--- config.mk ---
export PLATFORM = sky130hd
export DESIGN_NAME = ost_timer
export DESIGN_NICKNAME = d
export VERILOG_FILES = /design/src/rtl/ost_pkg.sv /design/src/rtl/ost_counter.sv /design/src/rtl/ost_channel.sv /design/src/rtl/ost_watchdog.sv /design/src/rtl/ost_timer.sv
export SDC_FILE = /design/constraint.sdc
export NUM_CORES = 1
export LEC_CHECK = 0
export BUFFER_PORTS_ARGS = -buffer_cell sky130_fd_sc_hd__buf_2
export CAP_MARGIN = 30
export CELL_PAD_IN_SITES_DETAIL_PLACEMENT = 0
export CELL_PAD_IN_SITES_GLOBAL_PLACEMENT = 1
export CORE_UTILIZATION = 41
export CTS_CLUSTER_SIZE = 24
export DETAILED_ROUTE_END_ITERATION = 8
export PLACE_DENSITY_LB_ADDON = 0.2
export RECOVER_POWER = 100
export SETUP_SLACK_MARGIN = 0.15
export SLEW_MARGIN = 0
export SYNTH_ARGS = -nofsm -noshare
export SYNTH_HDL_FRONTEND = slang
export SYNTH_SLANG_ARGS = --single-unit
export TNS_END_PERCENT = 50
--- constraint.sdc ---
create_clock -name clk -period 3.4 [get_ports clk]
set_clock_uncertainty 0.15 [all_clocks]
set_input_delay 0.68 -clock clk [delete_from_list [all_inputs] [get_ports clk]]
set_output_delay 0.68 -clock clk [all_outputs]
set_load 0.1 [all_outputs]
--- src/rtl/ost_pkg.sv ---
package ost_pkg;

    // Register groups seen on the bus
    typedef enum logic [2:0] {
        SEL_CMP  = 3'd0,
        SEL_CNT  = 3'd1,
        SEL_STAT = 3'd2,
        SEL_WDOG = 3'd3,
        SEL_IEN  = 3'd4,
        SEL_NONE = 3'd5
    } reg_sel_e;

    // Decoded bus command
    typedef struct packed {
        logic     we;
        reg_sel_e sel;
    } bus_cmd_t;

    // Word index -> register group; compare words first, then the four control words
    function automatic reg_sel_e sel_of(input int unsigned word, input int unsigned nch);
        reg_sel_e s;
        if (word < nch) begin
            s = SEL_CMP;
        end else begin
            case (word - nch)
                0:       s = SEL_CNT;
                1:       s = SEL_STAT;
                2:       s = SEL_WDOG;
                3:       s = SEL_IEN;
                default: s = SEL_NONE;
            endcase
        end
        return s;
    endfunction

endpackage

--- src/rtl/ost_counter.sv ---
module ost_counter #(
    parameter int unsigned DW = 32
) (
    input  logic          clk,
    input  logic          rst,
    input  logic          tick,
    input  logic          ld,
    input  logic [DW-1:0] ld_val,
    output logic [DW-1:0] cnt,
    output logic [DW-1:0] cnt_nxt,
    output logic          adv
);
    assign cnt_nxt = cnt + 1'b1;
    assign adv     = tick & ~ld;

    always_ff @(posedge clk) begin
        if (rst) begin
            cnt <= '0;
        end else if (ld) begin
            cnt <= ld_val;
        end else if (tick) begin
            cnt <= cnt_nxt;
        end
    end
endmodule

--- src/rtl/ost_channel.sv ---
module ost_channel #(
    parameter int unsigned DW = 32
) (
    input  logic          clk,
    input  logic          rst,
    input  logic          wr_cmp,
    input  logic [DW-1:0] wdata,
    input  logic          adv,
    input  logic [DW-1:0] cnt_nxt,
    input  logic          ien,
    input  logic          clr,
    output logic [DW-1:0] cmp,
    output logic          evt,
    output logic          stat
);
    // Event only when a tick carries the counter onto the compare value
    assign evt = adv && (cnt_nxt == cmp);

    always_ff @(posedge clk) begin
        if (rst) begin
            cmp  <= '0;
            stat <= 1'b0;
        end else begin
            if (wr_cmp) cmp <= wdata;
            stat <= (evt & ien) | (stat & ~clr);
        end
    end
endmodule

--- src/rtl/ost_watchdog.sv ---
module ost_watchdog (
    input  logic clk,
    input  logic rst,
    input  logic arm_wr,
    input  logic arm_bit,
    input  logic evt,
    output logic armed,
    output logic req
);
    always_ff @(posedge clk) begin
        if (rst) begin
            armed <= 1'b0;
            req   <= 1'b0;
        end else begin
            if (arm_wr && arm_bit) armed <= 1'b1;
            req <= armed & evt;
        end
    end
endmodule

--- src/rtl/ost_timer.sv ---
module ost_timer
    import ost_pkg::*;
#(
    parameter  int unsigned DW  = 32,
    parameter  int unsigned NCH = 4,
    localparam int unsigned AW  = $clog2((NCH + 4) * 4)
) (
    input  logic          clk,
    input  logic          rst,
    input  logic          tick_en,
    input  logic          wr_en,
    input  logic [AW-1:0] addr,
    input  logic [DW-1:0] wdata,
    output logic [DW-1:0] rdata,
    output logic [NCH-1:0] irq,
    output logic          rst_req
);
    localparam int unsigned WW = AW - 2;

    logic [WW-1:0]  word;
    bus_cmd_t       cmd;
    logic [DW-1:0]  cnt_q;
    logic [DW-1:0]  cnt_nxt;
    logic           cnt_adv;
    logic           cnt_ld;
    logic [DW-1:0]  cmp_q [NCH];
    logic [NCH-1:0] evt;
    logic [NCH-1:0] stat;
    logic [NCH-1:0] ien_q;
    logic           wd_en;

    assign word    = addr[AW-1:2];
    assign cmd.we  = wr_en;
    assign cmd.sel = sel_of(32'(word), NCH);
    assign cnt_ld  = cmd.we && (cmd.sel == SEL_CNT);

    ost_counter #(.DW(DW)) u_cnt (
        .clk(clk), .rst(rst), .tick(tick_en), .ld(cnt_ld), .ld_val(wdata),
        .cnt(cnt_q), .cnt_nxt(cnt_nxt), .adv(cnt_adv)
    );

    for (genvar i = 0; i < NCH; i++) begin : g_ch
        ost_channel #(.DW(DW)) u_ch (
            .clk(clk), .rst(rst),
            .wr_cmp(cmd.we && cmd.sel == SEL_CMP && word == WW'(i)),
            .wdata(wdata), .adv(cnt_adv), .cnt_nxt(cnt_nxt),
            .ien(ien_q[i]),
            .clr(cmd.we && cmd.sel == SEL_STAT && wdata[i]),
            .cmp(cmp_q[i]), .evt(evt[i]), .stat(stat[i])
        );
    end

    ost_watchdog u_wd (
        .clk(clk), .rst(rst),
        .arm_wr(cmd.we && cmd.sel == SEL_WDOG), .arm_bit(wdata[0]),
        .evt(evt[NCH-1]), .armed(wd_en), .req(rst_req)
    );

    always_ff @(posedge clk) begin
        if (rst) begin
            ien_q <= '0;
        end else if (cmd.we && cmd.sel == SEL_IEN) begin
            ien_q <= wdata[NCH-1:0];
        end
    end

    assign irq = stat;

    always_comb begin
        rdata = '0;
        case (cmd.sel)
            SEL_CMP: begin
                for (int i = 0; i < NCH; i++) begin
                    if (word == WW'(i)) rdata = cmp_q[i];
                end
            end
            SEL_CNT:  rdata = cnt_q;
            SEL_STAT: rdata[NCH-1:0] = stat;
            SEL_WDOG: rdata[0] = wd_en;
            SEL_IEN:  rdata[NCH-1:0] = ien_q;
            default:  rdata = '0;
        endcase
    end
endmodule

==> impl_metrics.py <==
metrics = {
    "synthesis": {
        "syn_inst": 1595,
        "synth_cell_types": 72,
        "async_reset_ff_share_pct": 0,
        "syn_area_per_cell_um2": 7.330,
        "ys_warn_count": 0,
        "synth_flop_cell": "dfxtp_1",
        "syn_area_um2": 11690,
        "ys_seq_area_share_pct": 29.11,
        "synth-edff-count": 0,
        "yosys.area.top_type": "dfxtp_1",
        "synth-seq-cells": 170,
        "synth_top_area_share_pct": 29.11,
        "synth_area_leaders": "dfxtp_1 (29%), nand2_1 (11%), a21oi_1 (8.8%)",
        "syn-num-nets": 1637,
    },
    "clocking": {
        "clkTransAtPathRegs_ns": 0.06,
        "cts-htree-levels": 4,
        "cts_buffer_depth": 2,
        "postCtsHoldBufs": 0,
        "cts_tree": "done",
        "insertion_delay_ns": 0.46,
        "cts_buffers": 17,
        "cts.sink_count": 170,
        "root_buffer": "clkbuf_16",
    },
    "finish": {
        "final-instance-count-excl-fill": 2128,
        "diodes": 0,
        "syn_to_final_growth_pct": 26.39,
        "drive_above_1_share_pct": 22.80,
        "nets": 1779,
        "mostFrequentLayoutCells": "nand2_1 (328), a21oi_1 (187), buf_4 (166), dfxtp_1 (163), nor2_1 (95)",
        "mostFrequentLayoutCell": "nand2_1",
    },
    "setup_path": {
        "crit_top_cell": "buf_4",
        "cp_slowest_stage_delay_ns": 0.42,
        "slowest_stage": "clkbuf_4",
        "crit_fanout": 21,
        "required_ns": 2.57,
        "crit_chain": "buf_4 > buf_4 > clkbuf_4 > mux2i_1 > a211oi_1 > buf_4 > o2bb2ai_4 > buf_4",
        "start_kind": "primary input",
        "r2r-end": "g_ch[1].u_ch.stat$_SDFF_PP0_",
        "crit_arrival_ns": 2.46,
        "r2r-start": "u_cnt.cnt[15]$_SDFFE_PP0P_",
        "path_class": "in -> out",
        "cp-end-kind": "output pin",
        "ff2ff_path_depth": 9,
        "rrSetupSlack_ns": 0.14,
    },
    "global_route": {
        "grt_util_met2_pct": 56.24,
        "grt-busiest-layer": "met2",
        "grtUsageTotal_pct": 36.72,
        "grt_pass1_vias": 11830,
        "antenna_found_initial": 0,
        "gr-total-overflow": 0,
        "grt_pass1_wl_mm": 77.91,
        "met3_usage_pct": 4.811,
        "grt_max_degree": 170,
        "globalRouteMet1Util_pct": 52.27,
    },
    "sta": {
        "setup_violations": 0,
        "hold_slack_ns": 0.3153,
        "finalSetupTns_ns": 0,
        "clock.fmax_mhz": 304.3,
        "rsz0062_at_grt": "yes",
        "hold_viol": 0,
        "slew_headroom_pct": 2.227,
        "fin_ws_ns": 0.1140,
        "min_period_ns": 3.286,
        "worstMarginPinSlew_ns": 1.467,
        "period_share_pct": 96.65,
        "drv_slew": 0,
    },
    "power_and_ir_drop": {
        "clock_power_share_pct": 40.7,
        "cellInternalPower_w": 0.003677,
        "combPwrFrac_pct": 20.0,
        "p_seq_share_pct": 39.3,
        "swShare_pct": 31.46,
        "power_density_nw_per_um2": 363.0,
        "ir_worst_vdd_mv": 0.3275,
        "p_switching_w": 0.001688,
        "p_leak_nw": 5.421,
    },
    "worst_hold_path": {
        "hold_end": "g_ch[1].u_ch.cmp[27]$_SDFFE_PP0P_",
        "hold_start": "g_ch[1].u_ch.cmp[27]$_SDFFE_PP0P_",
        "hold_depth": 2,
        "hp-class": "reg -> reg",
    },
    "die": {
        "dieWidth_um": 170.9,
        "start_util_pct": 41.85,
        "core-area_um2": 27930,
        "die_y_um": 170.9,
        "dieArea_um2": 29190,
        "pin_count": 78,
        "row_count": 61,
    },
    "placed_design": {
        "placed_cells_incl_taps": 2083,
        "io_buffers": 75,
        "gp_congestion": 1.006,
        "place_ws_ns": 0.02798,
        "hpwl_mm": 37.89,
    },
    "job": {
        "cap_violations": 0,
    },
    "run_status": {
        "status": "complete, no violations",
    },
    "detailed_routing": {
        "first_pass_iters": 6,
        "routed_via_density": 6.007,
        "drt_iter0_drc": 1456,
        "ant_nets": 0,
        "drt_wl_total_mm": 53.27,
        "drc": 0,
        "wl_per_cell_um": 25.03,
        "num_vias": 12780,
    },
}
## worst max path at each step
stage,start,end,slack [ns],depth (start not counted)
floorplan,addr[4],rdata[10],0.06,5
global placement,u_cnt.cnt[0]$_SDFFE_PP0P_,u_wd.req$_SDFF_PP0_,0.02,11
detailed placement,u_cnt.cnt[0]$_SDFFE_PP0P_,g_ch[2].u_ch.stat$_SDFF_PP0_,0.03,11
CTS,u_cnt.cnt[0]$_SDFFE_PP0P_,g_ch[0].u_ch.stat$_SDFF_PP0_,0.1,12
global route,addr[2],rdata[12],0.04,8
finish,addr[2],rdata[12],0.11,8
## cells in the mapped netlist, drive strengths merged, types with 7 or more instances
cell / count
a2111oi: 9
a211oi: 40
a21oi: 206
a31oi: 10
and3: 12
and4: 7
buf: 50
clkbuf: 85
dfxtp: 170
inv: 27
mux2: 34
mux2i: 31
nand2: 331
nand2b: 17
nand3: 40
nand3b: 10
nand4: 36
nor2: 102
nor2b: 8
nor3: 31
nor3b: 9
nor4: 17
o2111ai: 8
o21ai: 52
o22ai: 21
o2bb2ai: 8
xnor2: 77
xor2: 66
## power by group through the flow
stage	logic [W]	registers (W)	clock network [W]
global route	0.00113	0.00211	0.00226
global placement	0.00107	0.00215	0
CTS	0.00109	0.00210	0.00221
floorplan	0.000663	0.00212	0
detailed placement	0.00108	0.00215	0
finish	0.00107	0.00211	0.00218
## flip-flops by register name, indices dropped and copies added, names as in the netlist
signal,flops
g_ch.u_ch.cmp,128
g_ch.u_ch.stat,4
ien_q,4
u_cnt.cnt,32
u_wd.armed,1
u_wd.req,1
## layer usage
layer | routed length [um] | share of wire, %
met4 | 1853 | 3.5
met1 | 24110 | 45
met3 | 3903 | 7.3
met2 | 23400 | 44
met5 | 0 | 0
## layout make-up
| type | count | area, um^2 |
|---|---|---|
| flip-flops and latches | 170 | 3412 |
| clock buffers | 23 | 467.9 |
| clock inverters | 9 | 160.2 |
| repair buffers | 258 | 2008 |
| well taps | 378 | 473.0 |
| multi-input cells | 1263 | 8154 |
| inverters | 27 | 101.3 |
| fillers | 2789 | 13160 |
## kinds of logic (layout without fill, tap and decap cells)
| family | count (synthesis) | after routing | synth area share [%] |
|---|---|---|---|
| and+or+nand+nor | 644 | 644 | 26.28 |
| buffers and inverters | 162 | 317 | 5.662 |
| xor gates and xnor gates | 145 | 145 | 11.11 |
| muxes | 71 | 71 | 7.085 |
| adders and majority gates | 1 | 1 | 0.1070 |
| AOI/OAI and AO/OA | 402 | 402 | 20.64 |
| DFF | 170 | 170 | 29.11 |
## what timing repair did
item | in CTS | in global routing
cloned | 0 | 2
endpoints found under the setup margin | 9 | 12
endpoints found under the hold margin | 0 | 0
resized for setup | 14 | 33
buffers inserted | 1 | 10
pin swaps | 8 | 8
## worst max-delay path: cells and delay by family
family | cells | cell delay, ns
compound gates | 2 | 0.41
mux | 1 | 0.13
buf+inv | 5 | 1.22
## metrics by stage
stage,instance area (um^2),utilization (%),power [W]
2_1_floorplan,12090,-,0.002783
3_3_place_gp,14180,50.78,0.003220
3_5_place_dp,14180,50.78,0.003227
4_1_cts,14880,53.27,0.005399
5_1_grt,14780,52.90,0.005505
6_report,14780,52.90,0.005364
(Power assumes the default switching activity.)
